### src/rtl/ppw_pkg.sv
package ppw_pkg;
   typedef enum logic {
      BANK_PING = 1'b0,
      BANK_PONG = 1'b1
   } bank_e;

   function automatic bank_e bank_flip(bank_e b);
      return (b == BANK_PING) ? BANK_PONG : BANK_PING;
   endfunction
endpackage

### src/rtl/ppw_index_ctr.sv
module ppw_index_ctr
   import ppw_pkg::*;
#(
   parameter int BUF_LEN = 32,
   localparam int IDX_W  = $clog2(BUF_LEN)
) (
   input  logic             clk,
   input  logic             rst_n,
   input  logic             adv,
   output logic [IDX_W-1:0] idx,
   output bank_e            bank,
   output logic             at_last
);
   localparam logic [IDX_W-1:0] LAST_IDX = IDX_W'(BUF_LEN - 1);
   localparam bit POW2 = ((1 << IDX_W) == BUF_LEN);

   logic [IDX_W-1:0] idx_nxt;

   generate
      if (POW2) begin : g_pow2
         // The index wraps on its own at the top of the range
         assign at_last = &idx;
         assign idx_nxt = idx + 1'b1;
      end else begin : g_nonpow2
         assign at_last = (idx == LAST_IDX);
         assign idx_nxt = at_last ? '0 : idx + 1'b1;
      end
   endgenerate

   always_ff @(posedge clk) begin
      if (!rst_n) begin
         idx  <= '0;
         bank <= BANK_PING;
      end else if (adv) begin
         idx <= idx_nxt;
         if (at_last) bank <= bank_flip(bank);
      end
   end
endmodule

### src/rtl/ppw_write_stage.sv
module ppw_write_stage
   import ppw_pkg::*;
#(
   parameter int SAMPLE_W = 14,
   parameter int BUF_LEN  = 32,
   localparam int IDX_W   = $clog2(BUF_LEN),
   localparam int ADDR_W  = IDX_W + 1
) (
   input  logic                clk,
   input  logic                rst_n,
   input  logic                vld,
   input  logic [SAMPLE_W-1:0] data,
   input  logic [IDX_W-1:0]    idx,
   input  bank_e               bank,
   input  logic                at_last,
   output logic [ADDR_W-1:0]   wr_addr,
   output logic [SAMPLE_W-1:0] wr_data,
   output logic                wr_en,
   output logic                wr_last
);
   always_ff @(posedge clk) begin
      if (!rst_n) begin
         wr_en   <= 1'b0;
         wr_last <= 1'b0;
         wr_addr <= '0;
         wr_data <= '0;
      end else begin
         wr_en   <= vld;
         wr_last <= vld & at_last;
         if (vld) begin
            wr_addr <= {bank, idx};
            wr_data <= data;
         end
      end
   end
endmodule

### src/rtl/ppw_handoff.sv
module ppw_handoff
   import ppw_pkg::*;
(
   input  logic  clk,
   input  logic  rst_n,
   input  logic  done,
   input  bank_e done_bank,
   input  logic  release_i,
   output logic  irq,
   output bank_e owned_bank,
   output logic  owned,
   output logic  ovr
);
   always_ff @(posedge clk) begin
      if (!rst_n) begin
         irq        <= 1'b0;
         owned_bank <= BANK_PONG;
         owned      <= 1'b0;
         ovr        <= 1'b0;
      end else begin
         irq <= done;
         if (done) begin
            owned_bank <= done_bank;
            owned      <= 1'b1;
            if (release_i)  ovr <= 1'b0;
            else if (owned) ovr <= 1'b1;
         end else if (release_i) begin
            owned <= 1'b0;
            ovr   <= 1'b0;
         end
      end
   end
endmodule

### src/rtl/ppw_buffer_writer.sv
module ppw_buffer_writer
   import ppw_pkg::*;
#(
   parameter int SAMPLE_W = 14,
   parameter int BUF_LEN  = 32,
   localparam int IDX_W   = $clog2(BUF_LEN),
   localparam int ADDR_W  = IDX_W + 1
) (
   input  logic                clk,
   input  logic                rst_n,
   input  logic                smp_vld,
   input  logic [SAMPLE_W-1:0] smp_data,
   input  logic                cons_release,
   output logic [ADDR_W-1:0]   mem_addr,
   output logic [SAMPLE_W-1:0] mem_wdata,
   output logic                mem_we,
   output logic                full_irq,
   output logic                rd_bank,
   output logic                rd_ok,
   output logic                overrun
);
   generate
      if (BUF_LEN < 2) begin : g_bad_len
         $error("ppw_buffer_writer: BUF_LEN must be at least 2");
      end
      if (SAMPLE_W < 1) begin : g_bad_w
         $error("ppw_buffer_writer: SAMPLE_W must be positive");
      end
   endgenerate

   logic [IDX_W-1:0] idx;
   bank_e            fill_bank;
   logic             at_last;
   logic             wr_last;
   bank_e            owned_bank;

   ppw_index_ctr #(.BUF_LEN(BUF_LEN)) u_idx (
      .clk     (clk),
      .rst_n   (rst_n),
      .adv     (smp_vld),
      .idx     (idx),
      .bank    (fill_bank),
      .at_last (at_last)
   );

   ppw_write_stage #(.SAMPLE_W(SAMPLE_W), .BUF_LEN(BUF_LEN)) u_wr (
      .clk     (clk),
      .rst_n   (rst_n),
      .vld     (smp_vld),
      .data    (smp_data),
      .idx     (idx),
      .bank    (fill_bank),
      .at_last (at_last),
      .wr_addr (mem_addr),
      .wr_data (mem_wdata),
      .wr_en   (mem_we),
      .wr_last (wr_last)
   );

   ppw_handoff u_ho (
      .clk        (clk),
      .rst_n      (rst_n),
      .done       (wr_last),
      .done_bank  (bank_e'(mem_addr[ADDR_W-1])),
      .release_i  (cons_release),
      .irq        (full_irq),
      .owned_bank (owned_bank),
      .owned      (rd_ok),
      .ovr        (overrun)
   );

   assign rd_bank = owned_bank;
endmodule

### config.mk
export PLATFORM = sky130hd
export DESIGN_NAME = ppw_buffer_writer
export DESIGN_NICKNAME = d
export VERILOG_FILES = /design/src/rtl/ppw_pkg.sv /design/src/rtl/ppw_index_ctr.sv /design/src/rtl/ppw_write_stage.sv /design/src/rtl/ppw_handoff.sv /design/src/rtl/ppw_buffer_writer.sv
export SDC_FILE = /design/constraint.sdc
export NUM_CORES = 1
export LEC_CHECK = 0
export ABC_AREA = 1
export BUFFER_PORTS_ARGS = -buffer_cell sky130_fd_sc_hd__clkbuf_2
export CAP_MARGIN = 20
export CELL_PAD_IN_SITES_DETAIL_PLACEMENT = 1
export CELL_PAD_IN_SITES_GLOBAL_PLACEMENT = 1
export CORE_MARGIN = 4
export CORE_UTILIZATION = 36
export DETAILED_ROUTE_END_ITERATION = 8
export GPL_TIMING_DRIVEN = 0
export PLACE_DENSITY_LB_ADDON = 0.1
export SYNTH_ARGS = -nofsm -noshare
export SYNTH_HDL_FRONTEND = slang
export SYNTH_SLANG_ARGS = --single-unit
### constraint.sdc
create_clock -name clk -period 3.7 [get_ports clk]
set_clock_uncertainty 0.2 [all_clocks]
set_input_delay 0.37 -clock clk [delete_from_list [all_inputs] [get_ports clk]]
set_output_delay 0.37 -clock clk [all_outputs]
set_load 0.03 [all_outputs]
# After elaboration in Yosys (flattened, before gate mapping)
# Cells that the tools add are included.
[classes]
addsub = 1
n_mux = 6
bitwise = 1
n_reduce_logical = 5
[ops]
columns = ["operator", "n"]
rows = [
  ["two-way mux 1 bit", 6],
  ["AND reduction 6 bit", 1],
  ["adder 5 x 1 -> 5 bit, second input constant", 1],
  ["AND reduction 5 bit", 1],
  ["nonzero test 2 bit", 2],
  ["AND reduction 2 bit", 1],
  ["bitwise AND 1 bit", 1],
]
[word_totals]
reg_bits = 32
out_inout_bits = 25

# Logic depth before layout (Yosys ltp)
# Gate-level depths: netlist of run 1.
[depth]
depth_word = 3
depth_mapped = 6

# Cells and area by module
# From an unflattened synthesis of run 1, not the netlist that was laid out.
[unflattened]
hier_cells = 186
hier_area_um2 = 1346.3
[by_module_without_submodules]
columns = ["module", "instances", "cells_each", "area_per_inst_um2", "seq_area_each_um2"]
rows = [
  ["ppw_write_stage", 1, 133, 943.4, 440.4],
  ["ppw_index_ctr", 1, 36, 266.5, 120.1],
  ["ppw_handoff", 1, 17, 136.4, 80.1],
]

# Worst setup path after synthesis of run 1
# Ideal clock, no wire load.
[synth_path]
path_kind = "register -> register"
from = "register u_idx.idx[0]"
to = "register u_idx.idx[4]"
setup_ns = 0.116
t_arrival_ns = 1.016
required_time_ns = 3.384
path_slack_ns = 2.369
stages_incl_launch_ff = 7
path_cell_list = "dfxtp_1 > ha_1 > inv_1 > nor2_1 > ha_1 > nor2_1 > nor2_1"
[synth_between]
elab_chain_cells = 1
[synth_lines]
columns = ["item", "line", "text"]
rows = [
  ["start: declaration", "ppw_index_ctr.sv:10", "output logic [IDX_W-1:0] idx,"],
  ["start signal: assignment", "ppw_index_ctr.sv:35", "idx <= idx_nxt;"],
  ["adder 5 x 1 -> 5 bit", "ppw_index_ctr.sv:23", "assign idx_nxt = idx + 1'b1;"],
  ["net u_idx.idx_nxt[4]", "ppw_index_ctr.sv:17", "logic [IDX_W-1:0] idx_nxt;"],
]
# The timed path passes the listed nets, and every way through them passes these cells.
# A chain may end at the register's enable or synchronous reset.

# Final worst setup path of run 1
[layout_path]
from = "register u_wr.wr_addr[5]"
to = "output mem_addr[5]"
[layout_rtl]
columns = ["item", "line", "text"]
rows = [
  ["start: declaration", "ppw_write_stage.sv:16", "output logic [ADDR_W-1:0] wr_addr,"],
  ["start signal: assignment", "ppw_write_stage.sv:31", "wr_addr <= {bank, idx};"],
  ["end: declaration", "ppw_buffer_writer.sv:14", "output logic [ADDR_W-1:0] mem_addr,"],
]
# No word-level cell between the ends.

==> reports/metrics.cfg, run 1 <==
[worst_setup_path]
crit_required_ns = 3.13
critical_path_class = reg -> out
ff2ff_setup_slack_ns = 2.26
cp_max_fo = 3
worstReg2RegStart = u_idx.idx[1]$_SDFFE_PN0P_
crit_path_end_kind = output port
r2r-end = u_idx.idx[4]$_SDFFE_PN0P_
arrival_ns = 1.03
r2r_cells = 6
cp-start-kind = register

[pwr]
vdd_drop_max_mv = 0.275
leakage_nw = 0.718
cellPowerDensity_nw_per_um2 = 434

[sta]
hold_violations = 0
post-route-min-period_ns = 1.60
setup_tns_ns = 0
grt_setup_unrepaired = false
maxSlewHeadroom_pct = 87.1
setup-violations-final = 0
fin_hold_ws_ns = 0.0654
max_freq_mhz = 626
drv_slew = 0
fin_crit_sh_pct = 43.1
worstMarginPinSlew_ns = 0.192

[global_route]
grt.total_usage_pct = 15.7
top_usage_layer = met2
gr-usage-met1_pct = 15.6
globalRoute.totalOverflow = 0
grt_max_degree = 11
grt_pass1_vias = 1186
use_met2_pct = 27.6
antenna_found_initial = 0
grt_pass1_wl_mm = 5.06
grt_util_met3_pct = 8.15

[logic_synthesis]
yosys_register_bits = 32
synth_cell_types = 19
syn_area_per_cell_um2 = 8.09
syn_inst = 144
syn-cell-area_um2 = 1160
yosysWarnings = 0
syn-num-nets = 164
yosysSeqAreaShare_pct = 55.0

[detailed_routing]
wl_per_cell_um = 12.3
vias = 1091
drtPass1Iterations = 4
wirelength_mm = 2.87
post-route-drc-count = 0
vias_per_cell = 4.66
drt_iter0_drc = 37
antenna_left = 0

[min_path]
hp-class = in -> reg
holdPathStages = 3
hold_end = u_wr.wr_data[4]$_SDFFE_PN0P_
hold_start = smp_data[4]

[floorplan]
coreArea_um2 = 3080
die_y_um = 64.9
ios = 43
die_w_um = 64.9
initial_core_util_pct = 37.8
num_rows = 20
dieArea_um2 = 4210

[clocking]
clkLatencyLatePin_ns = 0.32
numCtsBuffers = 5
cts-root-buf = clkbuf_4
cts_tree = built
postCtsSetupBuffers = 0
clock_path_buffers = 2
clkSlewWorstSetupHoldPaths_ns = 0.09
ctsHoldBuffers = 0
cts_sinks = 32
htreeDepth = 2
ctsResizeCount = 0

[final_layout]
syn_to_final_growth_pct = 25.6
num_antenna_cells = 0
final_util_pct = 47.5
final_area_um2 = 1460
layout.cells.non_filler = 234
nets = 212
drive_above_1_share_pct = 31.1

[status]
status = complete, no violations

[place]
dp.cells = 229
placed_cell_area_um2 = 1430
place_congestion = 0.704
dp_hpwl_mm = 2.22
io_buffer_count = 41

[run]
drv_cap = 0

-- synthesized netlist by cell type (all sizes together) --
| cell type | number | area (µm²) |
|---|---|---|
| a211oi | 1 | 7.51 |
| a21oi | 6 | 30.0 |
| buf | 7 | 51.3 |
| clkbuf | 1 | 5.00 |
| dfxtp | 32 | 641 |
| ha | 2 | 25.0 |
| inv | 10 | 37.5 |
| nand2 | 10 | 40.0 |
| nand3 | 1 | 5.00 |
| nor2 | 48 | 188 |
| nor3 | 2 | 10.0 |
| o21ai | 23 | 119 |
| or2 | 1 | 6.26 |
-- per-layer routing --
metal,vias up,routed length (µm)
li1,553,-
met1,501,1220
met2,30,1400
met3,7,206
met4,0,44
met5,-,0
-- sequential cells by signal, indices dropped and copies added, names as in the netlist --
name	flops
u_ho.irq	1
u_ho.ovr	1
u_ho.owned	1
u_ho.owned_bank	1
u_idx.bank	1
u_idx.idx	5
u_wr.wr_addr	6
u_wr.wr_data	14
u_wr.wr_en	1
u_wr.wr_last	1
-- through the flow --
stage          worst slack [ns]  total power [mW]
2_1_floorplan              2.37             0.442
3_3_place_gp               2.30             0.473
3_5_place_dp               2.27             0.477
4_1_cts                    2.08             0.647
5_1_grt                    2.04             0.673
6_report                   2.10             0.635
-- layout make-up --
cell class                      count  area [µm²]
Fill cell                         419        1620
Sequential cell                    32         641
Multi-Input combinational cell     94         430
Timing Repair Buffer               41         205
Buffer                              8        56.3
Tap cell                           44        55.1
Clock buffer                        5        37.5
Inverter                           10        37.5
-- kinds of logic after synthesis --
group,synth area share (%)
AND/OR/NAND/NOR,21.4
adder cells (fa/ha/maj),2.15
flip-flops,55.0
AO/OA/AOI/OAI,13.4
buffers and inverters,8.06
-- placed cells by master, fill, tap and decap left out, types with 4 or more instances in the layout --
master / Yosys / layout
o21ai_0: 22 / 22
nor2_1: 47 / 47
inv_1: 8 / 8
clkbuf_4: 0 / 5
dfxtp_1: 32 / 32
a21oi_1: 6 / 6
clkbuf_2: 1 / 42
nand2_1: 9 / 9
buf_4: 4 / 4
-- worst max path at each step --
stage / endpoint / slack (ns) / start
after floorplan: u_idx.idx[4]$_SDFFE_PN0P_ / 2.37 / u_idx.idx[0]$_SDFFE_PN0P_
after global placement: u_idx.idx[4]$_SDFFE_PN0P_ / 2.30 / u_idx.idx[0]$_SDFFE_PN0P_
after detailed placement: u_idx.idx[4]$_SDFFE_PN0P_ / 2.27 / u_idx.idx[0]$_SDFFE_PN0P_
after CTS: mem_addr[5] / 2.08 / u_wr.wr_addr[5]$_SDFFE_PN0P_
after global routing: mem_addr[5] / 2.04 / u_wr.wr_addr[5]$_SDFFE_PN0P_
final: mem_addr[5] / 2.10 / u_wr.wr_addr[5]$_SDFFE_PN0P_
-- worst max-delay path: stages, from the launching register on --
cell and delay (ns):
dfxtp_1 0.39, buf_4 0.13, clkbuf_2 0.19
-- power by group --
| part | switching, mW | total [mW] | leakage [nW] | internal [mW] |
|---|---|---|---|---|
| combinational | 0.0637 | 0.0956 | 0.432 | 0.0319 |
| sequential | 0.00999 | 0.372 | 0.264 | 0.362 |
| clock | 0.105 | 0.168 | 0.0230 | 0.0634 |
No activity file was read; power rests on OpenSTA's default activity.
==> run 2, diff against run 1 <==
--- a/config.mk
+++ b/config.mk
@@ -11,7 +11,7 @@
 export CELL_PAD_IN_SITES_DETAIL_PLACEMENT = 1
 export CELL_PAD_IN_SITES_GLOBAL_PLACEMENT = 1
 export CORE_MARGIN = 4
-export CORE_UTILIZATION = 36
+export CORE_UTILIZATION = 30
 export DETAILED_ROUTE_END_ITERATION = 8
 export GPL_TIMING_DRIVEN = 0
 export PLACE_DENSITY_LB_ADDON = 0.1
==> constraint.sdc (replaced) <==
create_clock -name clk -period 1.35 [get_ports clk]
set_clock_uncertainty 0.2 [all_clocks]
set_input_delay 0.135 -clock clk [delete_from_list [all_inputs] [get_ports clk]]
set_output_delay 0.135 -clock clk [all_outputs]
set_load 0.03 [all_outputs]
==> run 2 against run 1 <==
Compared with the run above: via count increased by 6.6%; sequential power increased to 2.7 times the previous value; sequential share of layout area decreased by 7.4 points; critical endpoint is now u_idx.idx[4]$_SDFFE_PN0P_; core utilization increased by 0.12 points; critical path type is now reg -> reg; critical path depth increased by 4; combinational power increased to 3.3 times the previous value; largest cell class unchanged; first-iteration DRC count decreased by 30%; flip-flop and latch count unchanged; setup slack got worse by 2.1 ns; highest routed layer unchanged.
==> reports/metrics.cfg, run 2 (synthesized netlist as in run 1, its figures left out) <==
[place]
place_congestion = 0.730
dp_hpwl_mm = 2.22
dp.cells = 233
io_buffer_count = 41

[detailed_routing]
top_layer = met4
vias_per_cell = 4.46
wirelength_met1_mm = 1.38
drtPass1Iterations = 4
met2_length_mm = 1.60
drt_iter0_drc = 26
wirelength_mm = 3.20
post-route-drc-count = 0
wl_per_cell_um = 12.2
antenna_left = 0
wl_met3_um = 183
vias = 1163

[final_layout]
largest_reg_flops = 14
drive_above_1_share_pct = 33.8
final_common_cell = nor2_1
nets = 232
top_regs = u_wr.wr_data x14, u_wr.wr_addr x6, u_idx.idx x5
num-fill-cells = 469
syn_to_final_growth_pct = 52.0
layout.cells.non_filler = 261
num_antenna_cells = 0
layout_common_cells = nor2_1 (46), clkbuf_2 (41), dfxtp_1 (29)
largest-register = u_wr.wr_data

[clocking]
clkLatencyLatePin_ns = 0.28
numCtsBuffers = 5
cts_tree = built
cts_sinks = 32
clkSlewWorstSetupHoldPaths_ns = 0.07
clock_path_buffers = 2
htreeDepth = 2
cts-root-buf = clkbuf_8

[global_route]
globalRoute.totalOverflow = 0
grt.total_usage_pct = 14.3
grt_max_degree = 11
antenna_found_initial = 0
grt_pass1_wl_mm = 5.48
grt_pass1_vias = 1208

[status]
status = complete, no violations

[run]
drv_cap = 0

[sta]
drv_slew = 0
maxSlewHeadroom_pct = 87.1
fin_crit_sh_pct = 97.7
fin_hold_ws_ns = 0.0256
grt_setup_unrepaired = true
hold_violations = 0
post-route-min-period_ns = 1.32
max_freq_mhz = 758
worstMarginPinSlew_ns = 0.193
setup-violations-final = 0

[worst_setup_path]
critPathSlowestCell = dfxtp_2
critical_path_class = reg -> reg
cp-start-kind = register
critPathTopFamily = adder cells
critPathMostFrequentCell = nor2_1
ff2ff_setup_slack_ns = 0.03
arrival_ns = 1.29
path_depth = 6
cpPeakStageDelay_ns = 0.34
crit_path_end_kind = register
crit_end = u_idx.idx[4]$_SDFFE_PN0P_
cp_max_fo = 2
path_cells = ha_4, inv_2, nor2_2, ha_1, nor2_1, nor2_1
worstSetupStartpoint = u_idx.idx[0]$_SDFFE_PN0P_
worst-path-buf-inv = 1
worstReg2RegStart = u_idx.idx[0]$_SDFFE_PN0P_
r2r_cells = 6
crit_required_ns = 1.32
r2r-end = u_idx.idx[4]$_SDFFE_PN0P_

[floorplan]
dieArea_um2 = 4940
initial_core_util_pct = 31.3
die_w_um = 70.3
die_y_um = 70.3
ios = 43
num_rows = 22
coreArea_um2 = 3720

[pwr]
vdd_drop_max_mv = 0.736
cellPowerDensity_nw_per_um2 = 1320
leakage_nw = 0.846

[min_path]
hp-class = in -> reg

-- run 2: how the worst min path moves through the flow --
| stage | from | endpoint | slack [ns] | cells past startpoint |
|---|---|---|---|---|
| finish | smp_vld | u_wr.wr_addr[2]$_SDFFE_PN0P_ | 0.03 | 3 |
| detailed placement | smp_data[6] | u_wr.wr_data[6]$_SDFFE_PN0P_ | 0.16 | 3 |
| floorplan | rst_n | u_ho.irq$_SDFF_PN0_ | 0.07 | 2 |
| global route | smp_vld | u_wr.wr_data[2]$_SDFFE_PN0P_ | 0.04 | 3 |
| global placement | smp_data[8] | u_wr.wr_data[8]$_SDFFE_PN0P_ | 0.16 | 3 |
| CTS | smp_vld | u_wr.wr_addr[2]$_SDFFE_PN0P_ | 0.01 | 3 |
-- run 2: layout make-up --
class,count,area [µm²],area share (%)
sequential,32,644,36.4
clock buffer,7,96.3,5.44
clock inverter,1,30.0,1.70
multi-input combinational,94,445,25.2
buffer,8,61.3,3.46
timing repair buffer,61,395,22.3
inverter,10,37.5,2.12
tap,48,60.1,3.39
-- run 2: power by group --
part,total (mW),switching [mW],internal (mW)
Sequential,1.02,0.0275,0.994
Clock,1.00,0.352,0.651
Combinational,0.319,0.189,0.129
-- run 2: what timing repair did --
item,in CTS,in global routing
resized for setup,3,8
endpoints found under the hold margin,17,0
setup endpoints to repair,1,13
hold buffers,16,0
buffers inserted,4,0
pin swaps,1,5
cloned,0,0
-- run 2: stage by stage --
step                      power [mW]  util, %  setup WS (ns)  area, µm²  TNS, ns
after global routing            2.46     47.6        -0.0342       1770  -0.0342
final                           2.34     47.6         0.0306       1770        0
after CTS                       2.36     47.1         0.0109       1750        0
after detailed placement        1.31     38.5        -0.0772       1430  -0.0772
after global placement          1.30     38.5        -0.0655       1430  -0.0655
after floorplan                 1.21        -         0.0186       1160        0
-- run 2: worst min-delay path, cell delays in order --
cell and delay [ns]:
buf_4 0.16, nor2_1 0.11, a211oi_1 0.05
-- run 2: routing by layer --
metal,track usage (%),vias to the layer above
li1,-,592
met1,16.4,540
met2,23.1,29
met3,5.61,2
met4,6.60,0
met5,0,-
